File: src/rtl/aserial_pkg.sv
package aserial_pkg;

    typedef enum logic [2:0] {
        TX_IDLE, TX_START, TX_DATA, TX_PARITY, TX_STOP
    } tx_state_t;

    typedef enum logic [2:0] {
        RX_IDLE, RX_START, RX_DATA, RX_PARITY, RX_STOP
    } rx_state_t;

    localparam logic [1:0] PAR_EVEN  = 2'd0;
    localparam logic [1:0] PAR_ODD   = 2'd1;
    localparam logic [1:0] PAR_MARK  = 2'd2;
    localparam logic [1:0] PAR_SPACE = 2'd3;

    // parity bit for the low (5 + wl) bits of d
    function automatic logic parity_bit(input logic [7:0] d,
                                        input logic [1:0] wl,
                                        input logic [1:0] mode);
        logic [7:0] mask;
        logic       x;
        mask = 8'hFF >> (2'd3 - wl);
        x    = ^(d & mask);
        unique case (mode)
            PAR_EVEN: parity_bit = x;
            PAR_ODD:  parity_bit = ~x;
            PAR_MARK: parity_bit = 1'b1;
            default:  parity_bit = 1'b0;
        endcase
    endfunction

endpackage

File: src/rtl/aserial_tick.sv
module aserial_tick #(
    parameter int DIV_W = 16
) (
    input  logic             clk,
    input  logic             rst_n,
    input  logic [DIV_W-1:0] divisor,
    output logic             tick
);
    localparam logic [DIV_W-1:0] ONE = DIV_W'(1);

    logic [DIV_W-1:0] cnt;
    logic [DIV_W-1:0] lim;

    always_comb begin
        lim  = (divisor == '0) ? ONE : divisor;
        tick = (cnt >= lim - ONE);
    end

    always_ff @(posedge clk) begin
        if (!rst_n)    cnt <= '0;
        else if (tick) cnt <= '0;
        else           cnt <= cnt + ONE;
    end
endmodule

File: src/rtl/aserial_tx.sv
module aserial_tx #(
    parameter int OSR = 16
) (
    input  logic       clk,
    input  logic       rst_n,
    input  logic       tick,
    input  logic [1:0] word_len,
    input  logic       parity_en,
    input  logic [1:0] parity_mode,
    input  logic       two_stop,
    input  logic [7:0] tx_data,
    input  logic       tx_valid,
    output logic       tx_ready,
    output logic       txd
);
    import aserial_pkg::*;
    localparam int CW = $clog2(OSR);
    localparam logic [CW-1:0] LAST_T = CW'(OSR - 1);

    tx_state_t     state;
    logic [7:0]    sh;
    logic [2:0]    bitn;
    logic [2:0]    last_bit;
    logic [CW-1:0] tcnt;
    logic          pbit, pen, two, stopn;

    // state register and datapath
    always_ff @(posedge clk) begin
        if (!rst_n) begin
            state <= TX_IDLE;
            sh <= '0; bitn <= '0; tcnt <= '0; last_bit <= '0;
            pbit <= 1'b0; pen <= 1'b0; two <= 1'b0; stopn <= 1'b0;
        end else begin
            unique case (state)
                TX_IDLE: begin
                    if (tx_valid) begin
                        sh       <= tx_data;
                        pbit     <= parity_bit(tx_data, word_len, parity_mode);
                        pen      <= parity_en;
                        two      <= two_stop;
                        last_bit <= {1'b0, word_len} + 3'd4;
                        tcnt     <= '0;
                        state    <= TX_START;
                    end
                end
                default: begin
                    if (tick) begin
                        if (tcnt != LAST_T) begin
                            tcnt <= tcnt + 1'b1;
                        end else begin
                            tcnt <= '0;
                            unique case (state)
                                TX_START: begin
                                    bitn  <= '0;
                                    state <= TX_DATA;
                                end
                                TX_DATA: begin
                                    sh <= sh >> 1;
                                    if (bitn == last_bit) begin
                                        stopn <= 1'b0;
                                        state <= pen ? TX_PARITY : TX_STOP;
                                    end else begin
                                        bitn <= bitn + 3'd1;
                                    end
                                end
                                TX_PARITY: begin
                                    stopn <= 1'b0;
                                    state <= TX_STOP;
                                end
                                default: begin
                                    if (two && !stopn) stopn <= 1'b1;
                                    else               state <= TX_IDLE;
                                end
                            endcase
                        end
                    end
                end
            endcase
        end
    end

    // outputs
    always_comb begin
        tx_ready = 1'b0;
        txd      = 1'b1;
        unique case (state)
            TX_IDLE:   tx_ready = 1'b1;
            TX_START:  txd = 1'b0;
            TX_DATA:   txd = sh[0];
            TX_PARITY: txd = pbit;
            default:   txd = 1'b1;
        endcase
    end
endmodule

File: src/rtl/aserial_rx.sv
module aserial_rx #(
    parameter int OSR = 16
) (
    input  logic       clk,
    input  logic       rst_n,
    input  logic       tick,
    input  logic [1:0] word_len,
    input  logic       parity_en,
    input  logic [1:0] parity_mode,
    input  logic       rxd,
    output logic [7:0] rx_data,
    output logic       rx_valid,
    output logic       rx_parity_err,
    output logic       rx_frame_err,
    output logic       rx_break
);
    import aserial_pkg::*;
    localparam int CW = $clog2(OSR);
    localparam logic [CW-1:0] LAST_T = CW'(OSR - 1);
    localparam logic [CW-1:0] MID_T  = CW'(OSR / 2 - 1);

    rx_state_t     state;
    logic          s1, s2, s3;
    logic [7:0]    sh;
    logic [2:0]    bitn;
    logic [CW-1:0] tcnt;
    logic          pbit, zero;
    logic          fall, full, done;
    logic [7:0]    word;

    always_ff @(posedge clk) begin
        if (!rst_n) {s1, s2, s3} <= 3'b111;
        else        {s1, s2, s3} <= {rxd, s1, s2};
    end

    always_comb begin
        fall = s3 & ~s2;
        full = tick && (tcnt == LAST_T);
        done = full && (state == RX_STOP);
        word = sh >> (2'd3 - word_len);
    end

    // state register and datapath
    always_ff @(posedge clk) begin
        if (!rst_n) begin
            state <= RX_IDLE;
            sh <= '0; bitn <= '0; tcnt <= '0; pbit <= 1'b0; zero <= 1'b0;
        end else begin
            if (tick && state != RX_IDLE) tcnt <= full ? '0 : tcnt + 1'b1;
            unique case (state)
                RX_IDLE: begin
                    if (fall) begin
                        tcnt  <= '0;
                        zero  <= 1'b1;
                        state <= RX_START;
                    end
                end
                RX_START: begin
                    if (tick && tcnt == MID_T) begin
                        tcnt <= '0;
                        bitn <= '0;
                        state <= s2 ? RX_IDLE : RX_DATA;
                    end
                end
                RX_DATA: begin
                    if (full) begin
                        sh   <= {s2, sh[7:1]};
                        zero <= zero & ~s2;
                        if (bitn == {1'b0, word_len} + 3'd4)
                            state <= parity_en ? RX_PARITY : RX_STOP;
                        else
                            bitn <= bitn + 3'd1;
                    end
                end
                RX_PARITY: begin
                    if (full) begin
                        pbit  <= s2;
                        zero  <= zero & ~s2;
                        state <= RX_STOP;
                    end
                end
                default: begin
                    if (full) state <= RX_IDLE;
                end
            endcase
        end
    end

    // outputs
    always_ff @(posedge clk) begin
        if (!rst_n) begin
            rx_valid <= 1'b0; rx_data <= '0;
            rx_parity_err <= 1'b0; rx_frame_err <= 1'b0; rx_break <= 1'b0;
        end else begin
            rx_valid <= done;
            if (done) begin
                rx_data       <= word;
                rx_parity_err <= parity_en &&
                                 (pbit != parity_bit(word, word_len, parity_mode));
                rx_frame_err  <= ~s2;
                rx_break      <= zero & ~s2;
            end
        end
    end
endmodule

File: src/rtl/async_serial_xcvr.sv
module async_serial_xcvr #(
    parameter int DIV_W = 16,
    parameter int OSR   = 16
) (
    input  logic             clk,
    input  logic             rst_n,
    input  logic [DIV_W-1:0] divisor,
    input  logic [1:0]       word_len,
    input  logic             parity_en,
    input  logic [1:0]       parity_mode,
    input  logic             two_stop,
    input  logic [7:0]       tx_data,
    input  logic             tx_valid,
    output logic             tx_ready,
    output logic             txd,
    input  logic             rxd,
    output logic [7:0]       rx_data,
    output logic             rx_valid,
    output logic             rx_parity_err,
    output logic             rx_frame_err,
    output logic             rx_break
);
    logic tick;

    aserial_tick #(.DIV_W(DIV_W)) u_tick (
        .clk(clk), .rst_n(rst_n), .divisor(divisor), .tick(tick)
    );

    aserial_tx #(.OSR(OSR)) u_tx (
        .clk(clk), .rst_n(rst_n), .tick(tick),
        .word_len(word_len), .parity_en(parity_en),
        .parity_mode(parity_mode), .two_stop(two_stop),
        .tx_data(tx_data), .tx_valid(tx_valid),
        .tx_ready(tx_ready), .txd(txd)
    );

    aserial_rx #(.OSR(OSR)) u_rx (
        .clk(clk), .rst_n(rst_n), .tick(tick),
        .word_len(word_len), .parity_en(parity_en),
        .parity_mode(parity_mode), .rxd(rxd),
        .rx_data(rx_data), .rx_valid(rx_valid),
        .rx_parity_err(rx_parity_err), .rx_frame_err(rx_frame_err),
        .rx_break(rx_break)
    );
endmodule

File: config.mk
export PLATFORM = sky130hd
export DESIGN_NAME = async_serial_xcvr
export DESIGN_NICKNAME = d
export VERILOG_FILES = /design/src/rtl/aserial_pkg.sv /design/src/rtl/aserial_tick.sv /design/src/rtl/aserial_tx.sv /design/src/rtl/aserial_rx.sv /design/src/rtl/async_serial_xcvr.sv
export SDC_FILE = /design/constraint.sdc
export NUM_CORES = 1
export LEC_CHECK = 0
export ABC_AREA = 1
export BUFFER_PORTS_ARGS = -buffer_cell sky130_fd_sc_hd__buf_4
export CORE_MARGIN = 4
export CORE_UTILIZATION = 50
export DETAILED_ROUTE_END_ITERATION = 10
export MAX_ROUTING_LAYER = met4
export PLACE_DENSITY = 0.69
export SYNTH_ARGS = -nofsm -noshare
export SYNTH_HDL_FRONTEND = slang
export SYNTH_SLANG_ARGS = --single-unit
File: constraint.sdc
create_clock -name clk -period 5.45 [get_ports clk]
set_input_delay 0 -clock clk [delete_from_list [all_inputs] [get_ports clk]]
set_output_delay 0 -clock clk [all_outputs]
set_load 0.05 [all_outputs]
==> flow_metrics.env <==
export IMPL_clock_latency_ns=0.35
export IMPL_yosysUniqueCellTypes=49
export IMPL_async_flop_share_pct=0
export IMPL_vias=4368
export IMPL_wl_per_cell_microns=12.1
export IMPL_seqPwrFrac_pct=39.5
export IMPL_synth_area_sq_um=4740
export IMPL_relSlewSlack_pct=40.6
export IMPL_synth_nets=744
export IMPL_gp_congestion=0.848
export IMPL_dp_hpwl_mm=7.84
export IMPL_groute_usage_overall_pct=20.2
export IMPL_min_path_type="in2reg"
export IMPL_cts_tree="yes"
export IMPL_power_per_cell_area_nw_per_um2=317
export IMPL_synth_seq_cells=76
export IMPL_arrival_ns=3.42
export IMPL_p_int_mw=1.03
export IMPL_h_tree_depth=3
export IMPL_ir_drop_mv=0.258
export IMPL_drv_cap=0
export IMPL_ios=48
export IMPL_worstSetupPathType="in2reg"
export IMPL_r2r_end="u_tick.cnt[7]$_SDFF_PP0_"
export IMPL_n_antenna_cell=0
export IMPL_p_sw_mw=0.667
export IMPL_hold_depth=5
export IMPL_drc=0
export IMPL_ctsResizeCount=0
export IMPL_drtIter0Drc=182
export IMPL_fin_nets=789
export IMPL_max_freq_mhz=314
export IMPL_period_share_pct=58.4
export IMPL_die_w_microns=105
export IMPL_end_kind="flip-flop"
export IMPL_reg2reg_depth=8
export IMPL_drt_pass1_iterations=4
export IMPL_areaGrowthSynthToFinish_pct=13.2
export IMPL_leakage_nw=2.42
export IMPL_r2r_start="u_tick.cnt[13]$_SDFF_PP0_"
export IMPL_status="finished, final reports clean"
export IMPL_switching_share_pct=39.2
export IMPL_ys_flop_type="dfxtp_1"
export IMPL_cp_required_ns=5.69
export IMPL_coreArea_sq_um=9240
export IMPL_hold_start="parity_mode[1]"
export IMPL_rsz0062_at_grt="no"
export IMPL_yosysWarnings=0
export IMPL_cts_max_path_buffers=2
export IMPL_tns_ns=0
export IMPL_final_common_cell="nand2_1"
export IMPL_postRouteAntennaNets=0
export IMPL_crit_fanout=16
export IMPL_hold_viol=0
export IMPL_syn_avg_cell_area_sq_um=6.89
export IMPL_tightest_slew_ns=0.890
export IMPL_clk_pin_slew_ns=0.07
export IMPL_fin_hold_ws_ns=0.0241
export IMPL_synth_edf_count=0
export IMPL_final_setup_skew_ns=0.0127
export IMPL_start_util_pct=51.3
export IMPL_cts_sinks=76
export IMPL_finalPower_mw=1.70
export IMPL_cts_root_buf="clkbuf_8"
export IMPL_power_frac_comb_pct=35.5
export IMPL_wl_mm=10.4
export IMPL_r2r_slack_ns=3.22
export IMPL_synth_top_area_share_pct=32.1
export IMPL_drv_slew=0
export IMPL_cts_buffers=9
export IMPL_setup_violations=0
export IMPL_die_area_sq_um=11100
export IMPL_ys_seq_area_share_pct=32.1
export IMPL_grt_overflow=0
export IMPL_grt_pass1_wl_mm=18.3
export IMPL_first_global_vias=4123
export IMPL_num_rows=35
export IMPL_grt_start_max_net_pins=36
export IMPL_antenna_found_initial=0
export IMPL_final_min_clock_period_ns=3.18
export IMPL_die_h_microns=105
export IMPL_crit_path_start_kind="primary input"
export IMPL_synth_area_leader_cell="dfxtp_1"
export IMPL_yosys_top_cells_area="dfxtp_1 32%, nand2_1 15%, ha_1 5.8%, a21oi_1 5.7%, inv_1 5.4%"
export IMPL_port_buffers=47
export IMPL_synthCells=688
export IMPL_p_clk_share_pct=25.0
export IMPL_hold_path_endpoint="u_tx.pbit$_SDFFE_PN0P_"
export IMPL_drive_above_1_share_pct=14.7
export IMPL_vias_per_cell=5.04
export IMPL_layout_common_cells="188 x nand2_1, 76 x dfxtp_1, 68 x inv_1"
==> power groups by stage <==
stage	sequential (mW)	clock [mW]	combinational, mW
after detailed placement	0.686	0	0.597
after floorplan	0.663	0	0.492
after global placement	0.683	0	0.587
after global routing	0.682	0.459	0.689
after CTS	0.673	0.435	0.605
final	0.671	0.426	0.604
==> flip-flops by register name, indices dropped and copies added, names as in the netlist <==
| signal | count |
|---|---|
| u_rx.rx_frame_err | 1 |
| u_tx.two | 1 |
| u_rx.zero | 1 |
| u_tx.tcnt | 4 |
| u_rx.s1 | 1 |
| u_rx.pbit | 1 |
| u_rx.bitn | 3 |
| u_rx.rx_parity_err | 1 |
| u_tx.bitn | 3 |
| u_tx.pen | 1 |
| u_rx.s3 | 1 |
| u_tx.state | 3 |
| u_tx.pbit | 1 |
| u_rx.sh | 8 |
| u_tick.cnt | 16 |
| u_tx.last_bit | 3 |
| u_rx.state | 3 |
| u_tx.sh | 8 |
| u_rx.s2 | 1 |
| u_rx.rx_break | 1 |
| u_rx.rx_valid | 1 |
| u_rx.tcnt | 4 |
| u_tx.stopn | 1 |
| u_rx.rx_data | 8 |
==> worst max path at each step <==
stage | startpoint | end | slack [ns]
2_1_floorplan | divisor[2] | u_rx.rx_data[3]$_SDFFE_PN0P_ | 2.60
3_3_place_gp | divisor[7] | u_tick.cnt[7]$_SDFF_PP0_ | 2.12
3_5_place_dp | divisor[2] | u_tick.cnt[7]$_SDFF_PP0_ | 1.92
4_1_cts | divisor[2] | u_tick.cnt[7]$_SDFF_PP0_ | 2.28
5_1_grt | divisor[2] | u_tick.cnt[7]$_SDFF_PP0_ | 1.84
6_report | divisor[2] | u_tick.cnt[7]$_SDFF_PP0_ | 2.27
==> cell families after synthesis <==
family          count (synthesis)  synth area share, %
buf+inv                        93                 8.86
fa+ha+maj                      22                 5.80
simple gates                  352                 34.3
flops                          76                 32.1
compound gates                116                 13.6
xor+xnor                       29                 5.35
==> synth_stat cells, types with 3 or more instances <==
cell type	count
nand2_1	188
dfxtp_1	76
inv_1	68
nor2_1	59
a21oi_1	54
nand3_1	49
o21ai_0	36
ha_1	22
xor2_1	20
nand2_2	11
nor3_1	10
xnor2_1	9
clkbuf_1	7
nand4_1	7
a21oi_2	6
buf_6	5
inv_2	5
o21ai_1	5
nor3b_1	4
or2_2	4
buf_2	3
nor3_2	3
==> cell type report <==
type                    count  area [sq um]
clock inverters             4          50.0
clock buffers              11           141
fillers                   888          3870
well taps                 129           161
repair buffers             52           403
multi-input cells         519          2800
flip-flops and latches     76          1520
inverters                  75           292
==> per-layer routing <==
layer	track usage, %	vias up	wire length [microns]
met1	25.6	1956	5010
li1	-	2334	-
met3	4.65	11	351
met4	4.31	0	91
met2	33.0	67	4990
met5	-	-	0
==> what timing repair did <==
item,in CTS,in global routing
hold endpoints to repair,5,0
hold buffers,5,0
setup buffers,0,0
==> per-stage QoR <==
stage,std cells,cell area (sq um),utilization (%),setup WS (ns)
4_1_cts,866,5370,58.1,2.28
6_report,866,5370,58.1,2.27
5_1_grt,866,5370,58.1,1.84
3_3_place_gp,846,5130,55.5,2.12
3_5_place_dp,846,5130,55.5,1.92
2_1_floorplan,688,4740,-,2.60
==> critical path, cell delays in order <==
cell	delay, ns
buf_4	0.09
inv_1	0.05
nand3_1	0.10
nor2_1	0.07
nand4_1	0.10
nand2_1	0.06
inv_1	0.11
ha_1	0.20
nand3_1	0.13
nor2_1	0.25
nand3_1	0.17
nor3_1	0.20
xor2_1	0.16
inv_1	0.05
ha_1	0.28
nand2_2	0.08
o21bai_1	0.11
nand2_1	0.08
a21oi_2	0.17
nand4_1	0.57
a211oi_1	0.39
(Power assumes the default switching activity.)
